--- src/rtl/sysctl_pkg.sv ---
// Package: shared widths, masks and reset constants for the banked control register.
// Assumes a 32-bit register; every mask below is written against that width.
package sysctl_pkg;
    localparam int unsigned WORD_W  = 32;
    localparam int unsigned PRIV_W  = 2;
    localparam int unsigned N_BANKS = 2;
    localparam int unsigned BANK_NS = 0;
    localparam int unsigned BANK_S  = 1;

    // bit positions whose meaning neighbours decode
    localparam int unsigned B_MMU    = 0;
    localparam int unsigned B_ALIGN  = 1;
    localparam int unsigned B_DCACHE = 2;
    localparam int unsigned B_ICACHE = 12;
    localparam int unsigned B_HIVEC  = 13;
    localparam int unsigned B_EXC_BE = 25;
    localparam int unsigned B_EXC_I  = 30;

    typedef logic [WORD_W-1:0] word_t;

    // bits held in flops
    localparam word_t WR_MASK   = 32'h721D_31A7;
    // bits that always read one
    localparam word_t FIX1_MASK = 32'h00C0_0818;
    // bits forced to one by the long-descriptor select
    localparam word_t LD_MASK   = 32'h3000_0000;
    // reset value common to both copies
    localparam word_t RST_BASE  = 32'h0005_0020;
endpackage

--- src/rtl/sysctl_access_ctl.sv ---
// Access control: turns strobes, privilege, security state and the lock
// into a fault flag, a permitted-read flag and one write enable per copy.
// Assumes acc_rd and acc_wr are never high together.
module sysctl_access_ctl
    import sysctl_pkg::*;
(
    input  logic              acc_rd,
    input  logic              acc_wr,
    input  logic [PRIV_W-1:0] priv_lvl,
    input  logic              sec_state,
    input  logic              sec_wr_lock,
    output logic              fault,
    output logic              rd_ok,
    output logic [N_BANKS-1:0] wr_en
);
    logic permit;

    // decide permission and route the write strobe to one copy
    always_comb begin
        permit = (priv_lvl != '0);
        fault  = (acc_rd | acc_wr) & ~permit;
        rd_ok  = acc_rd & permit;
        wr_en  = '0;
        wr_en[BANK_NS] = acc_wr & permit & ~sec_state;
        wr_en[BANK_S]  = acc_wr & permit & sec_state & ~sec_wr_lock;
    end
endmodule

--- src/rtl/sysctl_bank.sv ---
// One copy of the control register. It stores only the writable bits.
// With SECURE_COPY set, three fields reset from configuration pins, which
// are sampled on every clock edge while rst_n is low.
module sysctl_bank
    import sysctl_pkg::*;
#(
    parameter bit SECURE_COPY = 1'b0
) (
    input  logic  clk,
    input  logic  rst_n,
    input  logic  wr_en,
    input  word_t wdata,
    input  logic  cfg_exc_isa,
    input  logic  cfg_exc_be,
    input  logic  cfg_hivec,
    output word_t q
);
    word_t rst_val;

    // pick the reset value for this copy
    generate
        if (SECURE_COPY) begin : g_sec_rst
            always_comb begin
                rst_val           = RST_BASE;
                rst_val[B_EXC_I]  = cfg_exc_isa;
                rst_val[B_EXC_BE] = cfg_exc_be;
                rst_val[B_HIVEC]  = cfg_hivec;
            end
        end else begin : g_ns_rst
            logic unused_cfg;
            assign unused_cfg = cfg_exc_isa ^ cfg_exc_be ^ cfg_hivec;
            assign rst_val = RST_BASE;
        end
    endgenerate

    // storage: synchronous reset, masked write
    always_ff @(posedge clk) begin
        if (!rst_n)
            q <= rst_val;
        else if (wr_en)
            q <= wdata & WR_MASK;
    end
endmodule

--- src/rtl/sysctl_read_view.sv ---
// Read view: selects the active copy and applies the fixed-bit and
// long-descriptor masks. The read port returns zero unless a permitted
// read is in progress.
module sysctl_read_view
    import sysctl_pkg::*;
(
    input  word_t bank_ns,
    input  word_t bank_s,
    input  logic  sec_state,
    input  logic  long_desc,
    input  logic  rd_ok,
    output word_t view,
    output word_t rdata
);
    word_t sel;

    // masked view of the active copy and the gated read bus
    always_comb begin
        sel   = sec_state ? bank_s : bank_ns;
        view  = (sel & WR_MASK) | FIX1_MASK | (long_desc ? LD_MASK : '0);
        rdata = rd_ok ? view : '0;
    end
endmodule

--- src/rtl/sysctl_banked_reg.sv ---
// Top level of the banked system control register: access control, two
// register copies built by a generate loop, and the read view. Outputs
// follow the active copy combinationally.
module sysctl_banked_reg
    import sysctl_pkg::*;
(
    input  logic        clk,
    input  logic        rst_n,
    input  logic        acc_rd,
    input  logic        acc_wr,
    input  logic [31:0] acc_wdata,
    input  logic [1:0]  priv_lvl,
    input  logic        sec_state,
    input  logic        sec_wr_lock,
    input  logic        long_desc,
    input  logic        cfg_exc_isa,
    input  logic        cfg_exc_be,
    input  logic        cfg_hivec,
    output logic [31:0] acc_rdata,
    output logic        acc_fault,
    output logic [31:0] ctl_word,
    output logic        mmu_en,
    output logic        align_chk_en,
    output logic        dcache_en,
    output logic        icache_en
);
    logic [N_BANKS-1:0] wr_en;
    logic               rd_ok;
    word_t              bank_q [N_BANKS];
    word_t              bank_ns_q;
    word_t              bank_s_q;

    sysctl_access_ctl u_acc (
        .acc_rd      (acc_rd),
        .acc_wr      (acc_wr),
        .priv_lvl    (priv_lvl),
        .sec_state   (sec_state),
        .sec_wr_lock (sec_wr_lock),
        .fault       (acc_fault),
        .rd_ok       (rd_ok),
        .wr_en       (wr_en)
    );

    // one storage copy per security state
    generate
        for (genvar b = 0; b < N_BANKS; b++) begin : g_bank
            sysctl_bank #(.SECURE_COPY(b == BANK_S)) u_bank (
                .clk         (clk),
                .rst_n       (rst_n),
                .wr_en       (wr_en[b]),
                .wdata       (acc_wdata),
                .cfg_exc_isa (cfg_exc_isa),
                .cfg_exc_be  (cfg_exc_be),
                .cfg_hivec   (cfg_hivec),
                .q           (bank_q[b])
            );
        end
    endgenerate

    assign bank_ns_q = bank_q[BANK_NS];
    assign bank_s_q  = bank_q[BANK_S];

    sysctl_read_view u_view (
        .bank_ns   (bank_ns_q),
        .bank_s    (bank_s_q),
        .sec_state (sec_state),
        .long_desc (long_desc),
        .rd_ok     (rd_ok),
        .view      (ctl_word),
        .rdata     (acc_rdata)
    );

    // break out the individually used enables
    always_comb begin
        mmu_en       = ctl_word[B_MMU];
        align_chk_en = ctl_word[B_ALIGN];
        dcache_en    = ctl_word[B_DCACHE];
        icache_en    = ctl_word[B_ICACHE];
    end
endmodule

--- config.mk ---
export PLATFORM = sky130hd
export DESIGN_NAME = sysctl_banked_reg
export DESIGN_NICKNAME = d
export VERILOG_FILES = /design/src/rtl/sysctl_pkg.sv /design/src/rtl/sysctl_access_ctl.sv /design/src/rtl/sysctl_bank.sv /design/src/rtl/sysctl_read_view.sv /design/src/rtl/sysctl_banked_reg.sv
export SDC_FILE = /design/constraint.sdc
export NUM_CORES = 1
export LEC_CHECK = 0
export BUFFER_PORTS_ARGS = -buffer_cell sky130_fd_sc_hd__buf_2
export CELL_PAD_IN_SITES_DETAIL_PLACEMENT = 2
export CELL_PAD_IN_SITES_GLOBAL_PLACEMENT = 2
export CORE_MARGIN = 2
export CORE_UTILIZATION = 25
export DETAILED_ROUTE_END_ITERATION = 10
export PLACE_DENSITY = 0.83
export SYNTH_ARGS = -nofsm -noshare
export SYNTH_HDL_FRONTEND = slang
export SYNTH_SLANG_ARGS = --single-unit
--- constraint.sdc ---
create_clock -name clk -period 2.74 [get_ports clk]
set_clock_uncertainty 0.1 [all_clocks]
set_input_delay 0.548 -clock clk [delete_from_list [all_inputs] [get_ports clk]]
set_output_delay 0.548 -clock clk [all_outputs]
set_load 0.01 [all_outputs]
; After elaboration in Yosys (flattened, before gate mapping)
; Index checks and enable logic that the tools add are counted.
[totals]
out_inout_bits = 69
regBits = 32
inputBits = 44
[op_classes]
eq_ne = 1
n_bitwise = 11
reduce_logical = 1
mux = 5
[ops]
columns = cell, count
row1 = $mux W31, 4
row2 = $or A31 B30 Y31, 1
row3 = $mux W30, 1
row4 = $and A1 B1 Y1, 6
row5 = $not A1 Y1, 3
row6 = $ne A2 B1 Y1 const B, 1
row7 = $reduce_bool A2 Y1, 1
row8 = $or A1 B1 Y1, 1

; Depth between registers and ports, before layout
[logic_depth]
ltp_word = 6
depth_mapped = 5
depth_no_buf = 3

; Modules after synthesis
; Synthesis repeated with hierarchy kept, for this count alone.
[unflattened]
cells_unflattened = 224
area_unflattened_um2 = 2188.3
[modules_own_cells]
columns = mod, n_inst, area_per_inst_um2, cells_each
row1 = sysctl_bank at g_bank[1].u_bank, 1, 764.5, 73
row2 = sysctl_bank at g_bank[0].u_bank, 1, 732.0, 68
row3 = sysctl_read_view, 1, 620.6, 73
row4 = sysctl_access_ctl, 1, 41.3, 6
row5 = sysctl_banked_reg, 1, 30.0, 4

; Worst setup path before layout
; OpenSTA, ideal clock, no wires.
[synth_path]
path_type = input-to-output
from = in priv_lvl[1]
to = out acc_rdata[0]
t_required_ns = 2.092
t_arrival_ns = 1.361
setup_slack_ns = 0.731
cell_stages = 3
path_cell_list = o21ai_0 -> clkbuf_1 -> nor2b_1
[synth_via]
elab_chain_len = 3
[synth_rtl]
columns = element, line
row1 = from (decl), sysctl_banked_reg.sv:12  ; input logic [1:0] priv_lvl,
row2 = $reduce_bool A2 Y1, sysctl_access_ctl.sv:20  ; permit = (priv_lvl != '0);
row3 = $and A1 B1 Y1, sysctl_access_ctl.sv:22  ; rd_ok = acc_rd & permit;
row4 = $mux W31, sysctl_read_view.sv:21  ; rdata = rd_ok ? view : '0;
row5 = to (decl), sysctl_banked_reg.sv:19  ; output logic [31:0] acc_rdata,
; Every way passes these cells.

; Final worst setup path
[layout_path]
from = in sec_state
to = out acc_rdata[2]
[layout_via]
elab_chain_len = 3
[layout_rtl]
columns = element, line
row1 = from (decl), sysctl_banked_reg.sv:13  ; input logic sec_state,
row2 = $mux W31, sysctl_read_view.sv:19  ; sel = sec_state ? bank_s : bank_ns;
row3 = $or A31 B30 Y31, sysctl_read_view.sv:20  ; view = (sel & WR_MASK) | FIX1_MASK | (long_desc ? LD_MASK : '0);
row4 = $mux W31, sysctl_read_view.sv:21
; Every way passes these cells.

==> results.md <==
Status:
- The run finished with clean final reports.

Routing:
- The detailed-routing iteration count for the pre-antenna-repair pass is 4.
- The detailed-route wire length per cell is ~13 um.
- For this run, design rule violations remaining after detail routing come to 0.
- The final route contains 1497 vias.
- The post-route antenna net violation count is 0.
- The starting DRC count in detailed routing is 39.
- The post-detailed-route via-to-cell ratio is 4.113.
- The total routed wirelength is 4827 um.

Clocking:
- The count of cells resized by post-cts repair is 0.
- The number of buffers inserted by post-CTS setup repair is 0.
- The root buffer cell chosen for the clock tree is clkbuf_8.
- The CTS buffer count is 5.
- The TritonCTS clock tree is yes.
- CTS built an H-tree with a depth of 2.
- The clock tree buffer depth is 2.
- The post-cts hold buffer count is 0.
- The TritonCTS sink count is 32.
- For the worst-skew pair, the clock arrives at the later sink with an insertion delay of between 0.2 and 0.3 ns.
- The clock edge transition at the registers on the reported setup and hold paths is 0.06 ns.

Global routing:
- The largest net degree at the start of global routing is 22.
- For this run, the total global-route usage over all layers was measured as 0.1190.
- The number of antenna violations at the first check in global routing is 0.
- The via count of the first global-routing pass was approximately 1.6k.
- The first-pass GRT wire length is between 7000 and 8000 um.
- The total congestion overflow after global routing is 0.

Final layout:
- The number of diodes is 0.
- For this run, the post-layout net count is 308.
- The register with the most flip-flops in the layout has 32 of them.
- The library cells used most frequently in the layout, excluding fill and tap cells, are buf_2 (69), nand2_1 (37), mux2i_1 (29), dfxtp_1 (29), conb_1 (27).
- The library cell used most frequently in the layout, excluding fill and tap cells, is buf_2.
- Relative to the synthesized area, the layout overhead comes to 18.65%.
- After routing the design area is between 2000 and 2500 um^2.
- The fraction of final layout cells sized beyond drive strength 1 is 0.3698.
- The largest registers in the layout are g_bank.u_bank.q: 32 flops.
- The register with the most flip-flops is g_bank.u_bank.q.

Worst setup path:
- The critical-path maximum fanout is 21.
- At the worst endpoint, the arrival time is approximately 1.7 ns.
- STA classifies the critical path startpoint as a primary input.
- The worst endpoint required time is 2.09 ns.
- STA classifies the critical path endpoint as an output pin.
- The worst setup path is of the in2out kind.

Yosys:
- The part of the Yosys area used for sequential elements is 0.3583.
- The number of distinct standard cells referenced by the synthesized netlist is 23.
- Synthesis inferred 32 register bits.
- The synthesized area per cell is 9.175 um^2.
- The fraction of post-synthesis cell area in the top cell type by area is 0.3102.
- After synthesis, the cell types taking the most area are dfxtp_1 (31%), mux2i_1 (16%), buf_4 (15%).
- The summed instance area of the synthesized netlist is 1872 um^2.
- Of all cell types, the one taking the most synthesized area is dfxtp_1.
- The gate count after technology mapping is 204.
- For this run, the number of Yosys warnings is 0.

Die:
- The die covers approximately 8000 um^2.
- The initial standard-cell utilization of the core is 0.2581.
- The floorplan step set the die height to 90.53 um.
- The number of primary I/O pins is around 110.
- The core region is 7253 um^2.
- The standard-cell row count is 31.
- The width of the die is roughly 91 um.

Worst hold path:
- The class of the tightest hold or removal check is reg2reg.

Job:
- The number of max-cap violations is 0.

Place:
- The count of buffers inserted at the top-level ports is 69.
- The placed instances occupy a cell area of 2138 um^2.
- The half-perimeter wire length after placement is 3705 um.
- At the end of routability-driven placement, the weighted congestion stood at 0.6554.

Timing:
- Of the available clock period, the critical path in the final layout requires 0.8392.
- Setup repair after global routing left no endpoint under its margin.
- For this run, the top clock speed supported by timing is 434.9 MHz.
- The number of slew-limit violations in the final report is 0.
- The number of failing setup endpoints in the final timing report is 0.
- Measured against its own limit, the worst slew margin works out to 0.5838.
- The final period demand of the worst path is 2.299 ns.
- The slew at the pin closest to its max-slew limit is 0.6230 ns.
- The total count of hold-check failures in the final report came to 0.
- Summed over all failing endpoints, the final setup total negative slack is 0 ns.

Pwr:
- For this design the static power due to leakage is between 1 and 1.5 nW.
- The worst-case IR drop observed on VDD is 0.1611 mV.
- The total power is around 1.0 mW.
- The total power per unit cell area is 468.7 nW/um^2.
## worst max-delay path, cell delays in order
cell,delay (ns)
buf_2,0.40
mux2_2,0.42
nor2b_1,0.13
buf_2,0.14
## power breakdown
part           internal (mW)  total (mW)  switching [mW]
clock                  0.172       0.343           0.171
sequential             0.494       0.503         0.00913
combinational         0.0814       0.195           0.114
total                  0.748        1.04           0.293
## synth_stat cells
cell type	instances
a211o_1	2
and2_1	2
buf_12	1
buf_2	2
buf_4	37
buf_6	1
clkbuf_1	6
conb_1	2
dfxtp_1	29
edfxtp_1	3
inv_1	4
mux2_2	14
mux2i_1	29
nand2_1	37
nor2_1	1
nor2_2	1
nor2b_1	25
nor3_1	1
nor3b_1	1
o21ai_0	1
o21ai_2	1
o22ai_1	3
or3b_1	1
## cell type report
| class | count | area [um^2] |
|---|---|---|
| fill | 881 | 5032 |
| clock buffer | 5 | 68.82 |
| multi-input combinational | 146 | 938.4 |
| timing repair buffer | 75 | 390.4 |
| tap | 99 | 123.9 |
| clock inverter | 3 | 13.76 |
| inverter | 4 | 15.01 |
| sequential | 32 | 670.6 |
## worst paths after layout
kind	depth (start not counted)	start	to	slack (ns)
worst max-delay path	4	sec_state	acc_rdata[2]	0.44
worst min-delay path	2	g_bank[1].u_bank.q[7]	g_bank[1].u_bank.q[7]	0.36
worst max register to register	2	g_bank[1].u_bank.q[0]	g_bank[1].u_bank.q[0]	2.00
worst min register to register	2	g_bank[1].u_bank.q[7]	g_bank[1].u_bank.q[7]	0.36
## stage by stage
step,utilization,instances,hold WS [ns],worst slack (ns)
2_1_floorplan,-,229,0.3302,0.7308
3_3_place_gp,0.2948,356,0.3397,0.4160
3_5_place_dp,0.2948,356,0.3557,0.4124
4_1_cts,0.3062,364,0.3654,0.4115
5_1_grt,0.3062,364,0.3841,0.3415
6_report,0.3062,364,0.3588,0.4406
## kinds of logic after synthesis
kind of cell	after synthesis	synth area share
other cells	2	0.004012
buf+inv	51	0.1905
mux	43	0.2393
compound gates	7	0.02674
simple gates	69	0.1811
flops	32	0.3583
## per-layer routing
| layer | wire length, um | track usage | part of all wire | vias up |
|---|---|---|---|---|
| li1 | - | - | - | 719 |
| met1 | 2087 | 0.1406 | 0.43 | 714 |
| met2 | 2397 | 0.2102 | 0.50 | 60 |
| met3 | 314 | 0.03422 | 0.065 | 4 |
| met4 | 28 | 0.03077 | 0.0058 | 0 |
| met5 | 0 | 0 | 0 | - |
No activity file was read; power rests on OpenSTA's default activity.
